### src/rtl/lp_seq_pkg.sv
package lp_seq_pkg;

  typedef enum logic [2:0] {
    PS_RUN        = 3'd0,
    PS_MSTOP_PEND = 3'd1,
    PS_ALLSTOP    = 3'd2,
    PS_SSTBY      = 3'd3,
    PS_DSTBY      = 3'd4,
    PS_MSTOPPED   = 3'd5,
    PS_ENTRY      = 3'd6
  } pstate_e;

  typedef enum logic [1:0] {
    GT_ON   = 2'd0,
    GT_PEND = 2'd1,
    GT_OFF  = 2'd2
  } gate_e;

  typedef enum logic [1:0] {
    TG_NONE    = 2'd0,
    TG_ALLSTOP = 2'd1,
    TG_SSTBY   = 2'd2,
    TG_DSTBY   = 2'd3
  } target_e;

endpackage

### src/rtl/lp_wake_merge.sv
module lp_wake_merge #(
  parameter int NUM_EXT_IRQ = 16
) (
  input  logic                   nmi,
  input  logic [NUM_EXT_IRQ-1:0] ext_irq,
  input  logic                   tmr_irq,
  input  logic                   wdt_irq,
  output logic                   wake
);
  localparam int NSRC = NUM_EXT_IRQ + 3;

  logic [NSRC-1:0] src;
  logic [NSRC:0]   chain;

  assign src = {wdt_irq, tmr_irq, nmi, ext_irq};

  assign chain[0] = 1'b0;
  for (genvar i = 0; i < NSRC; i++) begin : g_or
    assign chain[i+1] = chain[i] | src[i];
  end

  assign wake = chain[NSRC];
endmodule

### src/rtl/lp_mode_select.sv
module lp_mode_select
  import lp_seq_pkg::*;
#(
  parameter int NUM_PERIPH = 8
) (
  input  logic                  acs_en,
  input  logic                  stby_sel,
  input  logic                  deep_sel,
  input  logic                  mstop_dma,
  input  logic [NUM_PERIPH-1:0] mstop_periph,
  output target_e               target
);
  logic all_stopped;

  assign all_stopped = mstop_dma & (&mstop_periph);

  always_comb begin
    if (stby_sel) begin
      target = deep_sel ? TG_DSTBY : TG_SSTBY;
    end else if (acs_en && all_stopped) begin
      target = TG_ALLSTOP;
    end else begin
      target = TG_NONE;
    end
  end
endmodule

### src/rtl/lp_dma_gate.sv
module lp_dma_gate
  import lp_seq_pkg::*;
(
  input  logic  clk,
  input  logic  rst_n,
  input  logic  mstop_dma,
  input  logic  dma_busy,
  output gate_e gate
);
  gate_e gate_q, gate_d;

  always_comb begin
    gate_d = gate_q;
    case (gate_q)
      GT_ON: begin
        if (mstop_dma) gate_d = dma_busy ? GT_PEND : GT_OFF;
      end
      GT_PEND: begin
        if (!mstop_dma)    gate_d = GT_ON;
        else if (!dma_busy) gate_d = GT_OFF;
      end
      GT_OFF: begin
        if (!mstop_dma) gate_d = GT_ON;
      end
      default: gate_d = GT_ON;
    endcase
  end

  always_ff @(posedge clk or negedge rst_n) begin
    if (!rst_n) gate_q <= GT_ON;
    else        gate_q <= gate_d;
  end

  assign gate = gate_q;

  // a stop request during a transfer must not stop the clock yet
  a_r2_defer_stop: assert property (@(posedge clk) disable iff (!rst_n)
    (gate_q == GT_ON && mstop_dma && dma_busy) |=> (gate_q == GT_PEND));

  // pending stays pending while the transfer continues
  a_r2_hold_pend: assert property (@(posedge clk) disable iff (!rst_n)
    (gate_q == GT_PEND && mstop_dma && dma_busy) |=> (gate_q == GT_PEND));

  // release of the request always restarts the clock
  a_r4_release: assert property (@(posedge clk) disable iff (!rst_n)
    (gate_q == GT_OFF && !mstop_dma) |=> (gate_q == GT_ON));
endmodule

### src/rtl/lp_core_fsm.sv
module lp_core_fsm
  import lp_seq_pkg::*;
(
  input  logic    clk,
  input  logic    rst_n,
  input  logic    wait_pulse,
  input  logic    wake,
  input  logic    dma_busy,
  input  target_e target,
  output pstate_e core_state
);
  pstate_e state_q, state_d;
  target_e tgt_q, tgt_d;
  logic    tgt_load;

  assign tgt_load = (state_q == PS_RUN) && wait_pulse;
  assign tgt_d    = tgt_load ? target : tgt_q;

  always_comb begin
    state_d = state_q;
    case (state_q)
      PS_RUN: begin
        if (wait_pulse) state_d = PS_ENTRY;
      end
      PS_ENTRY: begin
        if (wake || tgt_q == TG_NONE) begin
          state_d = PS_RUN;
        end else if (!dma_busy) begin
          case (tgt_q)
            TG_ALLSTOP: state_d = PS_ALLSTOP;
            TG_SSTBY:   state_d = PS_SSTBY;
            TG_DSTBY:   state_d = PS_DSTBY;
            default:    state_d = PS_RUN;
          endcase
        end
      end
      PS_ALLSTOP, PS_SSTBY: begin
        if (wake) state_d = PS_RUN;
      end
      PS_DSTBY: state_d = PS_DSTBY;
      default:  state_d = PS_RUN;
    endcase
  end

  always_ff @(posedge clk or negedge rst_n) begin
    if (!rst_n) begin
      state_q <= PS_RUN;
      tgt_q   <= TG_NONE;
    end else begin
      state_q <= state_d;
      tgt_q   <= tgt_d;
    end
  end

  assign core_state = state_q;

  // entry is held while the DMA engine is busy
  a_r8_defer_entry: assert property (@(posedge clk) disable iff (!rst_n)
    (state_q == PS_ENTRY && dma_busy && !wake && tgt_q != TG_NONE)
      |=> (state_q == PS_ENTRY));

  // a wake during deferral cancels entry
  a_r11_cancel: assert property (@(posedge clk) disable iff (!rst_n)
    (state_q == PS_ENTRY && wake) |=> (state_q == PS_RUN));

  // wake leaves clock stop and standby
  a_r9_wake_exit: assert property (@(posedge clk) disable iff (!rst_n)
    ((state_q == PS_ALLSTOP || state_q == PS_SSTBY) && wake) |=> (state_q == PS_RUN));

  // deep standby is left only by reset
  a_r10_deep_sticky: assert property (@(posedge clk) disable iff (!rst_n)
    (state_q == PS_DSTBY) |=> (state_q == PS_DSTBY));

  // the latched target does not move once entry is in progress
  a_r13_tgt_stable: assert property (@(posedge clk) disable iff (!rst_n)
    (state_q == PS_ENTRY) |=> $stable(tgt_q));
endmodule

### src/rtl/lp_entry_seq.sv
module lp_entry_seq
  import lp_seq_pkg::*;
#(
  parameter int NUM_PERIPH  = 8,
  parameter int NUM_EXT_IRQ = 16
) (
  input  logic                   clk,
  input  logic                   rst_n,
  input  logic                   dma_busy,
  input  logic                   mstop_dma,
  input  logic [NUM_PERIPH-1:0]  mstop_periph,
  input  logic                   acs_en,
  input  logic                   stby_sel,
  input  logic                   deep_sel,
  input  logic                   wait_pulse,
  input  logic                   nmi,
  input  logic [NUM_EXT_IRQ-1:0] ext_irq,
  input  logic                   tmr_irq,
  input  logic                   wdt_irq,
  output logic                   dma_clk_en,
  output logic                   dma_reg_acc,
  output logic [2:0]             pwr_state
);
  logic    rst_s1_q, rst_sync_n;
  logic    wake;
  target_e target;
  gate_e   gate;
  pstate_e core_state;
  logic    lp_gated;
  logic    clk_ran_q;

  // reset: asynchronous assert, synchronous release
  always_ff @(posedge clk or negedge rst_n) begin
    if (!rst_n) begin
      rst_s1_q   <= 1'b0;
      rst_sync_n <= 1'b0;
    end else begin
      rst_s1_q   <= 1'b1;
      rst_sync_n <= rst_s1_q;
    end
  end

  lp_wake_merge #(.NUM_EXT_IRQ(NUM_EXT_IRQ)) u_wake (
    .nmi     (nmi),
    .ext_irq (ext_irq),
    .tmr_irq (tmr_irq),
    .wdt_irq (wdt_irq),
    .wake    (wake)
  );

  lp_mode_select #(.NUM_PERIPH(NUM_PERIPH)) u_sel (
    .acs_en       (acs_en),
    .stby_sel     (stby_sel),
    .deep_sel     (deep_sel),
    .mstop_dma    (mstop_dma),
    .mstop_periph (mstop_periph),
    .target       (target)
  );

  lp_dma_gate u_gate (
    .clk       (clk),
    .rst_n     (rst_sync_n),
    .mstop_dma (mstop_dma),
    .dma_busy  (dma_busy),
    .gate      (gate)
  );

  lp_core_fsm u_core (
    .clk        (clk),
    .rst_n      (rst_sync_n),
    .wait_pulse (wait_pulse),
    .wake       (wake),
    .dma_busy   (dma_busy),
    .target     (target),
    .core_state (core_state)
  );

  assign lp_gated = (core_state == PS_ALLSTOP) || (core_state == PS_SSTBY) ||
                    (core_state == PS_DSTBY);

  assign dma_clk_en = (gate != GT_OFF) && !lp_gated;

  // clock must have run for a full cycle before registers reopen
  always_ff @(posedge clk or negedge rst_sync_n) begin
    if (!rst_sync_n) clk_ran_q <= 1'b1;
    else             clk_ran_q <= dma_clk_en;
  end

  assign dma_reg_acc = !mstop_dma && dma_clk_en && clk_ran_q;

  always_comb begin
    if (core_state != PS_RUN)  pwr_state = core_state;
    else if (gate == GT_PEND)  pwr_state = PS_MSTOP_PEND;
    else if (gate == GT_OFF)   pwr_state = PS_MSTOPPED;
    else                       pwr_state = PS_RUN;
  end

  // no register access while the stop request is set
  a_r3_no_access: assert property (@(posedge clk) disable iff (!rst_sync_n)
    mstop_dma |-> !dma_reg_acc);

  // no DMA clock in any low-power state
  a_r5_gated_lp: assert property (@(posedge clk) disable iff (!rst_sync_n)
    (pwr_state == 3'd2 || pwr_state == 3'd3 || pwr_state == 3'd4) |-> !dma_clk_en);

  // the DMA clock never stops during a transfer in run state
  a_r2_clk_busy: assert property (@(posedge clk) disable iff (!rst_sync_n)
    (pwr_state == 3'd1) |-> dma_clk_en);
endmodule

### config.mk
export PLATFORM = sky130hd
export DESIGN_NAME = lp_entry_seq
export DESIGN_NICKNAME = d
export VERILOG_FILES = /design/src/rtl/lp_seq_pkg.sv /design/src/rtl/lp_wake_merge.sv /design/src/rtl/lp_mode_select.sv /design/src/rtl/lp_dma_gate.sv /design/src/rtl/lp_core_fsm.sv /design/src/rtl/lp_entry_seq.sv
export SDC_FILE = /design/constraint.sdc
export NUM_CORES = 1
export LEC_CHECK = 0
export BUFFER_PORTS_ARGS = -buffer_cell sky130_fd_sc_hd__buf_2
export CORE_MARGIN = 5
export CORE_UTILIZATION = 41
export DETAILED_ROUTE_END_ITERATION = 10
export GPL_TIMING_DRIVEN = 1
export HOLD_SLACK_MARGIN = 0.03
export PLACE_DENSITY = 0.77
export SLEW_MARGIN = 25
export SYNTH_ARGS = -nofsm -noshare
export SYNTH_HDL_FRONTEND = slang
export SYNTH_HIERARCHICAL = 1
export SYNTH_SLANG_ARGS = --single-unit
### constraint.sdc
create_clock -name clk -period 1.7 [get_ports clk]
set_clock_uncertainty 0.2 [all_clocks]
set_input_delay 0.085 -clock clk [delete_from_list [all_inputs] [get_ports clk]]
set_output_delay 0.085 -clock clk [all_outputs]
set_load 0.02 [all_outputs]
---- After elaboration in Yosys (flattened, before gate mapping) ----
Index checks and enable logic that the tools add are counted.
Widths: inputs -> output; s select.
cells by class
  $add $sub $neg .......................... 0
  $mul .................................... 0
  div/mod/pow operators ................... 0
  $lt $le $gt $ge ......................... 0
  eq/ne operators ......................... 16
  shift operators ......................... 0
  multiplexer cells ....................... 18
  bitwise operators ....................... 19
  reduce and logical (&&, ||, !) cells .... 18
operator list
  cell                count
  $mux 3              7
  $or 1x1->1          18
  $mux 2              6
  $pmux 3 s4          1
  $pmux 3 s3          1
  $ne 2x2->1 const B  4
  $reduce_and 8->1    1
  $eq 2x2->1 const B  3
  $eq 3x2->1 const B  2
  $eq 3x3->1 const B  2
  $pmux 2 s3          1
  $reduce_and 3->1    2
  $logic_and 1x1->1   5
  $eq 2x1->1 const B  2
  $logic_not 2->1     2
  $logic_not 3->1     1
  $logic_or 1x1->1    3
  $ne 3x2->1 const B  1
  $ne 3x3->1 const B  1
  $reduce_bool 3->1   1
  $logic_not 1->1     2
  $mux 1              2
  $ne 2x1->1 const B  1
  $reduce_or 2->1     1
  $and 1x1->1         1
storage, ports and cells
  register bits after elaboration ......... 10
  latch bits .............................. 0
  memory bits (writable) .................. 0
  bits in read-only memories .............. 0
  input port bits ......................... 35
  output and inout port bits .............. 5
  memories ................................ 0

---- Longest topological paths before layout ----
Gate-level depths: netlist of the first run.
  depth after elaboration ................. 21
  gate-level depth with buffers ........... 5
  depth with buffers taken out ............ 5

---- Modules after synthesis ----
The synthesis of the first run kept the hierarchy.
modules (own cells, without submodules)
  module          times used  cells an instance  area each (µm²)
  lp_core_fsm     1           25                 307.8
  lp_entry_seq    1           17                 178.9
  lp_dma_gate     1           7                  81.3
  lp_wake_merge   1           6                  45.0
  lp_mode_select  1           6                  43.8

---- Worst setup path before layout of the first run ----
No wires, ideal clock.
  kind .................................... in2reg
  start ................................... in ext_irq[12]
  end ..................................... reg u_core.state_q[1] (netlist: u_core/core_state[1])
  setup time .............................. 0.065 ns
  arrival ................................. 1.338 ns
  required time ........................... 1.435 ns
  path slack .............................. 0.097 ns
  cell stages on the path ................. 5
  buffers on the path ..................... 0
  cell sequence ........................... nor4_1 nand4_1 or4_1 nor4b_1 a211o_1
between the ends
  word-level cells in the longest chain between the ends .. 10
  elaborated cells between the ends (all ways) .. 13
RTL lines
  what                                            line                 RTL
  start: declaration                              lp_entry_seq.sv:17   input logic [NUM_EXT_IRQ-1:0] ext_irq,
  $or 1x1->1 * (7 in series)                      lp_wake_merge.sv:19  assign chain[i+1] = chain[i] | src[i];
  via wake                                        lp_entry_seq.sv:25   logic wake;
  $logic_or 1x1->1                                lp_core_fsm.sv:26    if (wake || tgt_q == TG_NONE) begin
  $mux 3 or $ne 3x2->1 (tied branches)            -
  $pmux 3 s4 or $reduce_and 3->1 (tied branches)  -
  end signal: assignment                          lp_core_fsm.sv:50    state_q <= state_d;
  end: declaration                                lp_core_fsm.sv:12    pstate_e state_q, state_d;
Mark *: on every way through the listed nets, which the timed path passes. The rest lies on a longest branch.
A chain may end at the register's enable or synchronous reset.

---- Worst setup path in the final report of the first run ----
  start ................................... reg u_core.state_q[1] (netlist: u_core/core_state[1])
  end ..................................... out dma_reg_acc
between the ends
  word-level cells in the longest chain between the ends .. 7
  elaborated cells between the ends (all ways) .. 9
RTL lines
  what                               line                RTL
  $eq 3x2->1                         lp_entry_seq.sv:78  assign lp_gated = (core_state == PS_ALLSTOP) || (core_state == PS_SSTBY) ||
  $logic_or 1x1->1                   lp_entry_seq.sv:78
  $logic_or 1x1->1 *                 lp_entry_seq.sv:78
  $logic_not 1->1 *                  lp_entry_seq.sv:81  assign dma_clk_en = (gate != GT_OFF) && !lp_gated;
  $logic_and 1x1->1 *                lp_entry_seq.sv:81
  $logic_and 1x1->1 * (2 in series)  lp_entry_seq.sv:89  assign dma_reg_acc = !mstop_dma && dma_clk_en && clk_ran_q;
  end: declaration                   lp_entry_seq.sv:21  output logic dma_reg_acc,
Mark *: on every way between the ends. The rest lies on a longest branch, timed or not.

==> results of run 1 <==
## where the power goes
group / total [mW] / switching, mW / internal (mW)
clock network: 0.215 / 0.0854 / 0.130
logic: 0.345 / 0.156 / 0.189
registers: 0.315 / 0.0334 / 0.282
total: 0.875 / 0.274 / 0.601
## logic make-up after synthesis
kind of cell,share of synthesized area
AO/OA/AOI/OAI,0.0876
adder cells (fa/ha/maj),0.0952
buffers and inverters,0.0400
flip-flops,0.383
multiplexers,0.0343
other,0.00571
AND/OR/NAND/NOR,0.354
## how the worst max path moves through the flow
stage                    startpoint              endpoint  depth (start not counted)
3_5_place_dp             ext_irq[4]  u_core/core_state[1]                          6
6_report       u_core/core_state[1]           dma_reg_acc                          4
4_1_cts              u_gate/gate[0]          pwr_state[0]                          5
2_1_floorplan           ext_irq[12]  u_core/core_state[1]                          5
5_1_grt        u_core/core_state[2]            dma_clk_en                          4
3_3_place_gp             ext_irq[4]  u_core/core_state[1]                          6
## per-stage QoR
step	instance area (um2)	power (mW)	setup TNS (ps)	setup WS (ps)
3_3_place_gp	883	0.565	-153	-105
4_1_cts	1050	0.842	0	0.421
6_report	1130	0.875	0	29.0
2_1_floorplan	657	0.477	0	97.0
5_1_grt	1130	0.936	-143	-50.9
3_5_place_dp	883	0.587	-220	-181
## worst reg2reg max path: stages (launching register included)
cell and delay [ps]:
sky130_fd_sc_hd__dfrtp_2 400, sky130_fd_sc_hd__buf_4 150, sky130_fd_sc_hd__nor4b_2 420, sky130_fd_sc_hd__mux2_1 370
## placed cells by master, fill, tap and decap left out, drive strengths merged
cell,count
ha,5
and3,1
o32ai,1
nor4,5
inv,4
or2,2
or3b,1
nor2b,1
nor3b,3
dfrtp,9
nand2b,2
o41ai,1
nand4,3
nor4b,2
clkbuf,4
buf,48
o21bai,1
dfstp,1
nor2,3
mux2,2
or4,1
a211o,1
and4bb,2
conb,1
a21o,2
nor3,2
nand2,3
dlygate4sd3,10
## routing by layer
metal | vias up | track usage | wire (um)
met3 | 2 | 0.0241 | 79
li1 | 345 | - | -
met2 | 16 | 0.328 | 1140
met4 | 0 | 0.0393 | 8
met5 | - | 0 | 0
met1 | 326 | 0.181 | 784
## layout make-up
cell class,count,area [um2]
multi-input combinational,45,430
fill,106,379
sequential,10,253
timing repair buffer,58,373
clock buffer,4,36.3
tap,16,20.0
inverter,4,15.0
## timing repair
| action | in CTS | in global routing |
|---|---|---|
| resized for setup | 5 | 11 |
| buffers inserted | 3 | 2 |
| cloned | 0 | 1 |
| pin swaps | 0 | 3 |
| endpoints found under the setup margin | 3 | 6 |
| endpoints found under the hold margin | 15 | 1 |
## flip-flops by register name, summed over array words and instances, names as in the netlist
| name | flops |
|---|---|
| rst_s1_q | 1 |
| u_core/tgt_q | 2 |
| u_core/core_state | 3 |
| u_gate/gate | 2 |
| clk_ran_q | 1 |
| rst_sync_n | 1 |
==> qor.log, run 1 <==
[die] starting density of the core 0.436
[critical_path] cell with the largest stage delay on the worst path sky130_fd_sc_hd__dfrtp_1
[synthesis] post-synthesis async set-or-reset flop share 1.00
[grt] GRT overflow 0
[synthesis] count of warnings emitted by yosys 6
[clock_network] Root Buffer sky130_fd_sc_hd__clkbuf_4
[power_and_ir_drop] power per cell area 776 mW/mm2
[detailed_routing] Post-DRT Antenna Nets 0
[run_status] status finished, violations left
[sta] unrepaired setup endpoints after global routing true
[detailed_routing] count of vias placed by the detailed router 689
[detailed_routing] routed length per placed instance 14.7 um
[sta] worst hold margin -42.2 ps
[critical_path] element type at the critical path end output pin
[grt] number of global-route vias before repair 750
[synthesis] mean cell area of the mapped netlist 10.8 um2
[sta] minimum clock period 1670 ps
[die] Die Wd 50.0 um
[critical_path] dominant delay contributor by cell family on the critical path flip-flops
[run] max-capacitance violation count 0
[layout] Antenna Diode Count 0
[layout] area delta synth->final 71.6%
[clock_network] Sinks on Clock Net 10
[clock_network] number of buffers between clock root and the deepest sink 2
[hold_path] worst hold path type in2reg
[power_and_ir_drop] IR Drop Worst-Case VDD 540 uV
[synthesis] library cell with the largest summed area after synthesis sky130_fd_sc_hd__dfrtp_1
[synthesis] count leader, synth sky130_fd_sc_hd__dfrtp_1
[synthesis] Post-synth EDFFs 0
[layout] share of the core filled with cells 0.748
[placement] final weighted congestion of routability-driven global placement 0.800
[synthesis] Synth top cells by count sky130_fd_sc_hd__dfrtp_1, sky130_fd_sc_hd__ha_1, sky130_fd_sc_hd__inv_1
[grt] all-layer global routing usage 0.168
[die] std cell rows 14
[clock_network] count of hold-fix buffers inserted at cts 10
[critical_path] startpoint types flop
[sta] final worst path period share 0.983
[critical_path] worst endpoint required time 1410 ps
[detailed_routing] mean number of vias per cell 5.03
[hold_path] hold path cells 3
[detailed_routing] overall routed net length 2.02 mm
[die] ports placed on the boundary 40
[critical_path] end of the worst register-to-register path u_core/tgt_q[1]
[synthesis] post-synth top area share 0.343
[layout] number of standard cells in the layout, taps in and fillers out 137
[synthesis] dominant synthesized flop cell sky130_fd_sc_hd__dfrtp_1
[clock_network] CTS H-tree depth 1
[critical_path] number of buffer and inverter instances along the worst setup path 2
[run_status] violations in the final reports hold timing
[sta] count of endpoints failing setup in the final report 0
[critical_path] cell depth of the worst flop-to-flop path 3
[critical_path] worst-path fanout max 5
[critical_path] category of the critical setup timing path reg2out
[grt] antenna violations before repair 0
[placement] cell count after placement 117
[grt] maximum number of pins on one net before global-route repair 11
[synthesis] FF+latch count, synth 10
[critical_path] worst-case register-to-register setup slack 40 ps
[synthesis] Synth area leaders sky130_fd_sc_hd__dfrtp_1, sky130_fd_sc_hd__ha_1, sky130_fd_sc_hd__dfstp_2
[critical_path] cells traversed along the worst timing path buf_6 -> nor2b_4 -> nor4_2 -> buf_2
[die] vertical extent of the die 50.0 um
[synthesis] synth unique cells 34
[detailed_routing] DRC viols 0
[hold_path] startpoint of the most critical hold path wdt_irq
[placement] Buffers on Ports 39
[sta] maximum frequency from static timing analysis 598 MHz
[die] die area 0.00250 mm2
[layout] Layout Nets 162
[clock_network] Clock Pin Slew Worst Setup and Hold Paths 70 ps
[die] area of the core 0.00151 mm2
[synthesis] netlist area before placement 657 um2
[detailed_routing] Iteration-0 DRC Markers 11
[clock_network] total clock buffers created by CTS 3
[clock_network] clock tree from TritonCTS yes
[sta] number of slew-limit violations in the final report 0
[sta] hold violation total from the final report 1
[critical_path] start of the worst register-to-register path u_core/core_state[2]
[hold_path] endpoint with the worst hold slack u_core/core_state[2]
[clock_network] clock latency on the worst-skew pair 260 ps
[critical_path] arrival time of data at the critical path endpoint 1390 ps
[detailed_routing] Detailed Routing Iterations Pass 1 4
[placement] half-perimeter wire length after placement 1.36 mm
[synthesis] synthesized netlist net count 101
[power_and_ir_drop] leakage dissipation 0.565 nW
[grt] global-route wire length before repair 3.26 mm
[layout] share of cells above drive strength 1 0.579
[critical_path] largest stage delay on the critical path 410 ps
[synthesis] Gate Count Post-Synth 61
[synthesis] portion of the post-synthesis area used by sequential elements 0.383
Power figures use the tool's default switching activity.
==> run 2: changes to the inputs <==
--- a/config.mk
+++ b/config.mk
@@ -12,7 +12,8 @@
 export GPL_TIMING_DRIVEN = 1
 export HOLD_SLACK_MARGIN = 0.03
 export PLACE_DENSITY = 0.77
-export SLEW_MARGIN = 25
+export REMOVE_ABC_BUFFERS = 1
+export SLEW_MARGIN = 20
 export SYNTH_ARGS = -nofsm -noshare
 export SYNTH_HDL_FRONTEND = slang
 export SYNTH_HIERARCHICAL = 1
==> qor.log, run 2 (same netlist as run 1, synthesis figures left out) <==
[power_and_ir_drop] net switching power 0.266 mW [-3.1%]
[critical_path] cell depth of the worst flop-to-flop path 4 [+1]
[detailed_routing] Detailed Routing Iterations Pass 1 4 [unchanged]
[sta] final worst path period share 1.01 [+0.0242]
[grt] all-layer global routing usage 0.157 [-0.0106]
[power_and_ir_drop] leakage dissipation 0.521 nW [-7.7%]
[clock_network] Clock Pin Slew Worst Setup and Hold Paths 60 ps [about the same]
[layout] Layout Nets 157 [-3.1%]
[die] std cell rows 14 [unchanged]
[run_status] status finished, violations left
[sta] count of endpoints failing setup in the final report 1 [+1]
[placement] setup slack after placement -138 ps [+43.4 ps]
[critical_path] end of the worst register-to-register path u_core/core_state[2]
[sta] number of slew-limit violations in the final report 0 [unchanged]
[grt] number of global-route vias before repair 720 [-4.0%]
[power_and_ir_drop] sw frac 0.331 [+0.0172]
[power_and_ir_drop] power share of the sequential group 0.399 [+0.039]
[critical_path] worst-path fanout max 3 [-2]
[hold_path] endpoint with the worst hold slack u_core/core_state[2]
[detailed_routing] mean number of vias per cell 5.10 [+1.4%]
[grt] global-route wire length before repair 3.11 mm [-4.7%]
[placement] half-perimeter wire length after placement 1.33 mm [-2.6%]
[layout] Antenna Diode Count 0 [unchanged]
[power_and_ir_drop] fraction of power consumed by the clock network 0.215 [-0.031]
[clock_network] Root Buffer sky130_fd_sc_hd__clkbuf_4
[sta] maximum frequency from static timing analysis 584 MHz [-2.4%]
[power_and_ir_drop] IR Drop Worst-Case VDD 486 uV [-10%]
[placement] Cell Area, Placed 883 um2 [unchanged]
[power_and_ir_drop] post-route total power 0.804 mW [-8.1%]
[critical_path] startpoint types flop
[sta] unrepaired setup endpoints after global routing true
[die] Die Wd 50.0 um [unchanged]
[run_status] violations in the final reports setup timing
[sta] hold violation total from the final report 0 [-1]
[sta] minimum clock period 1710 ps [+41.1 ps]
[placement] final weighted congestion of routability-driven global placement 0.847 [+5.8%]
[layout] Filler Cells Inserted 112 [+5.7%]
[run] max-capacitance violation count 0 [unchanged]
[detailed_routing] count of vias placed by the detailed router 673 [-2.3%]
[clock_network] number of buffers between clock root and the deepest sink 2 [unchanged]
[die] starting density of the core 0.436 [unchanged]
[power_and_ir_drop] power per cell area 762 mW/mm2 [-1.9%]
[clock_network] clock latency on the worst-skew pair 270 ps [about the same]
[power_and_ir_drop] combinational group share of total power 0.386 [-0.008]
[sta] setup TNS -12.1 ps [-12.1 ps]
[grt] maximum number of pins on one net before global-route repair 11 [unchanged]
[critical_path] worst endpoint required time 1650 ps [+240 ps]
[clock_network] total clock buffers created by CTS 3 [unchanged]
[clock_network] CTS H-tree depth 1 [unchanged]
[clock_network] clock tree from TritonCTS yes
[critical_path] start of the worst register-to-register path u_core/tgt_q[0]
[hold_path] worst hold path type in2reg
[layout] cell area after layout 0.00106 mm2 [-6.3%]
[hold_path] hold path cells 3 [unchanged]
[layout] share of cells above drive strength 1 0.526 [-0.0527]
[critical_path] element type at the critical path end flop
[power_and_ir_drop] cell-internal power 0.538 mW [-10%]
[grt] GRT overflow 0 [unchanged]
[detailed_routing] Post-DRT Antenna Nets 0 [unchanged]
[die] die area 0.00250 mm2 [unchanged]
[sta] setup slack of the critical path after layout -12.1 ps [-41.1 ps]
[detailed_routing] overall routed net length 1.92 mm [-5.0%]
[placement] Buffers on Ports 39 [unchanged]
[detailed_routing] DRC viols 0 [unchanged]
[die] ports placed on the boundary 40 [unchanged]
[critical_path] arrival time of data at the critical path endpoint 1660 ps [+270 ps]
[detailed_routing] routed length per placed instance 14.5 um [-1.4%]
[layout] leading cell type in the layout, fill and taps excluded sky130_fd_sc_hd__buf_2
[die] vertical extent of the die 50.0 um [unchanged]
[layout] area delta synth->final 60.8%
[layout] flip-flop count of the largest register after layout 3 [unchanged]
[hold_path] startpoint of the most critical hold path wdt_irq
[layout] commonest non-fill, non-tap cells in the layout sky130_fd_sc_hd__buf_2, sky130_fd_sc_hd__dlygate4sd3_1, sky130_fd_sc_hd__dfrtp_1, sky130_fd_sc_hd__buf_4, sky130_fd_sc_hd__ha_1
[grt] antenna violations before repair 0 [unchanged]
[critical_path] worst-case register-to-register setup slack -10 ps [-50 ps]
[critical_path] category of the critical setup timing path reg2reg
[clock_network] Sinks on Clock Net 10 [unchanged]
[detailed_routing] Iteration-0 DRC Markers 21 [+10]
[die] area of the core 0.00151 mm2 [unchanged]
run 2: power by group through the flow:
stage	Sequential (mW)	Combinational [mW]	Clock (mW)
final	0.321	0.310	0.173
after global routing	0.326	0.347	0.185
after CTS	0.318	0.287	0.179
after detailed placement	0.324	0.253	0
after global placement	0.322	0.242	0
after floorplan	0.322	0.152	0
run 2: critical path: stages, from the launching register on:
cell,delay [ps]
sky130_fd_sc_hd__dfrtp_1,370
sky130_fd_sc_hd__inv_1,80
sky130_fd_sc_hd__ha_1,230
sky130_fd_sc_hd__or3b_1,390
sky130_fd_sc_hd__o32ai_1,330
run 2: how the worst max path moves through the flow:
stage / startpoint / to / slack, ps / depth (start not counted)
finish: u_core/tgt_q[0] / u_core/core_state[2] / -10 / 4
global route: u_core/tgt_q[1] / u_core/core_state[2] / -90 / 4
global placement: ext_irq[1] / u_core/core_state[1] / -60 / 6
detailed placement: ext_irq[12] / u_core/core_state[1] / -140 / 6
floorplan: u_core/core_state[1] / clk_ran_q / 90 / 2
CTS: u_gate/gate[0] / pwr_state[0] / 6 / 5
run 2: area by class of cell:
type                            instances  area, um2  share of cell area
Tap cell                               16       20.0              0.0190
Multi-Input combinational cell         45        405               0.384
Inverter                                4       15.0              0.0142
Timing Repair Buffer                   53        337               0.319
Sequential cell                        10        253               0.239
Clock buffer                            4       26.3              0.0249
run 2: through the flow:
step | hold WS, ps | utilization | std cells
after floorplan | -411 | - | 59
after global placement | -329 | 0.586 | 117
after detailed placement | -327 | 0.586 | 117
after CTS | 2.72 | 0.675 | 132
after global routing | 82.6 | 0.701 | 132
final | 58.9 | 0.701 | 132
run 2: timing repair:
item / CTS / global route
hold buffers: 10 / 0
buffers inserted: 1 / 0
gates resized for setup: 0 / 10
endpoints found under the hold margin: 14 / 0
pin swaps: 0 / 2
setup endpoints to repair: 1 / 4
run 2: routing by layer:
metal / GRT usage / routed length [um]
met1: 0.188 / 765
met4: 0.0131 / 0
met5: 0 / 0
met2: 0.280 / 1020
met3: 0.0482 / 126
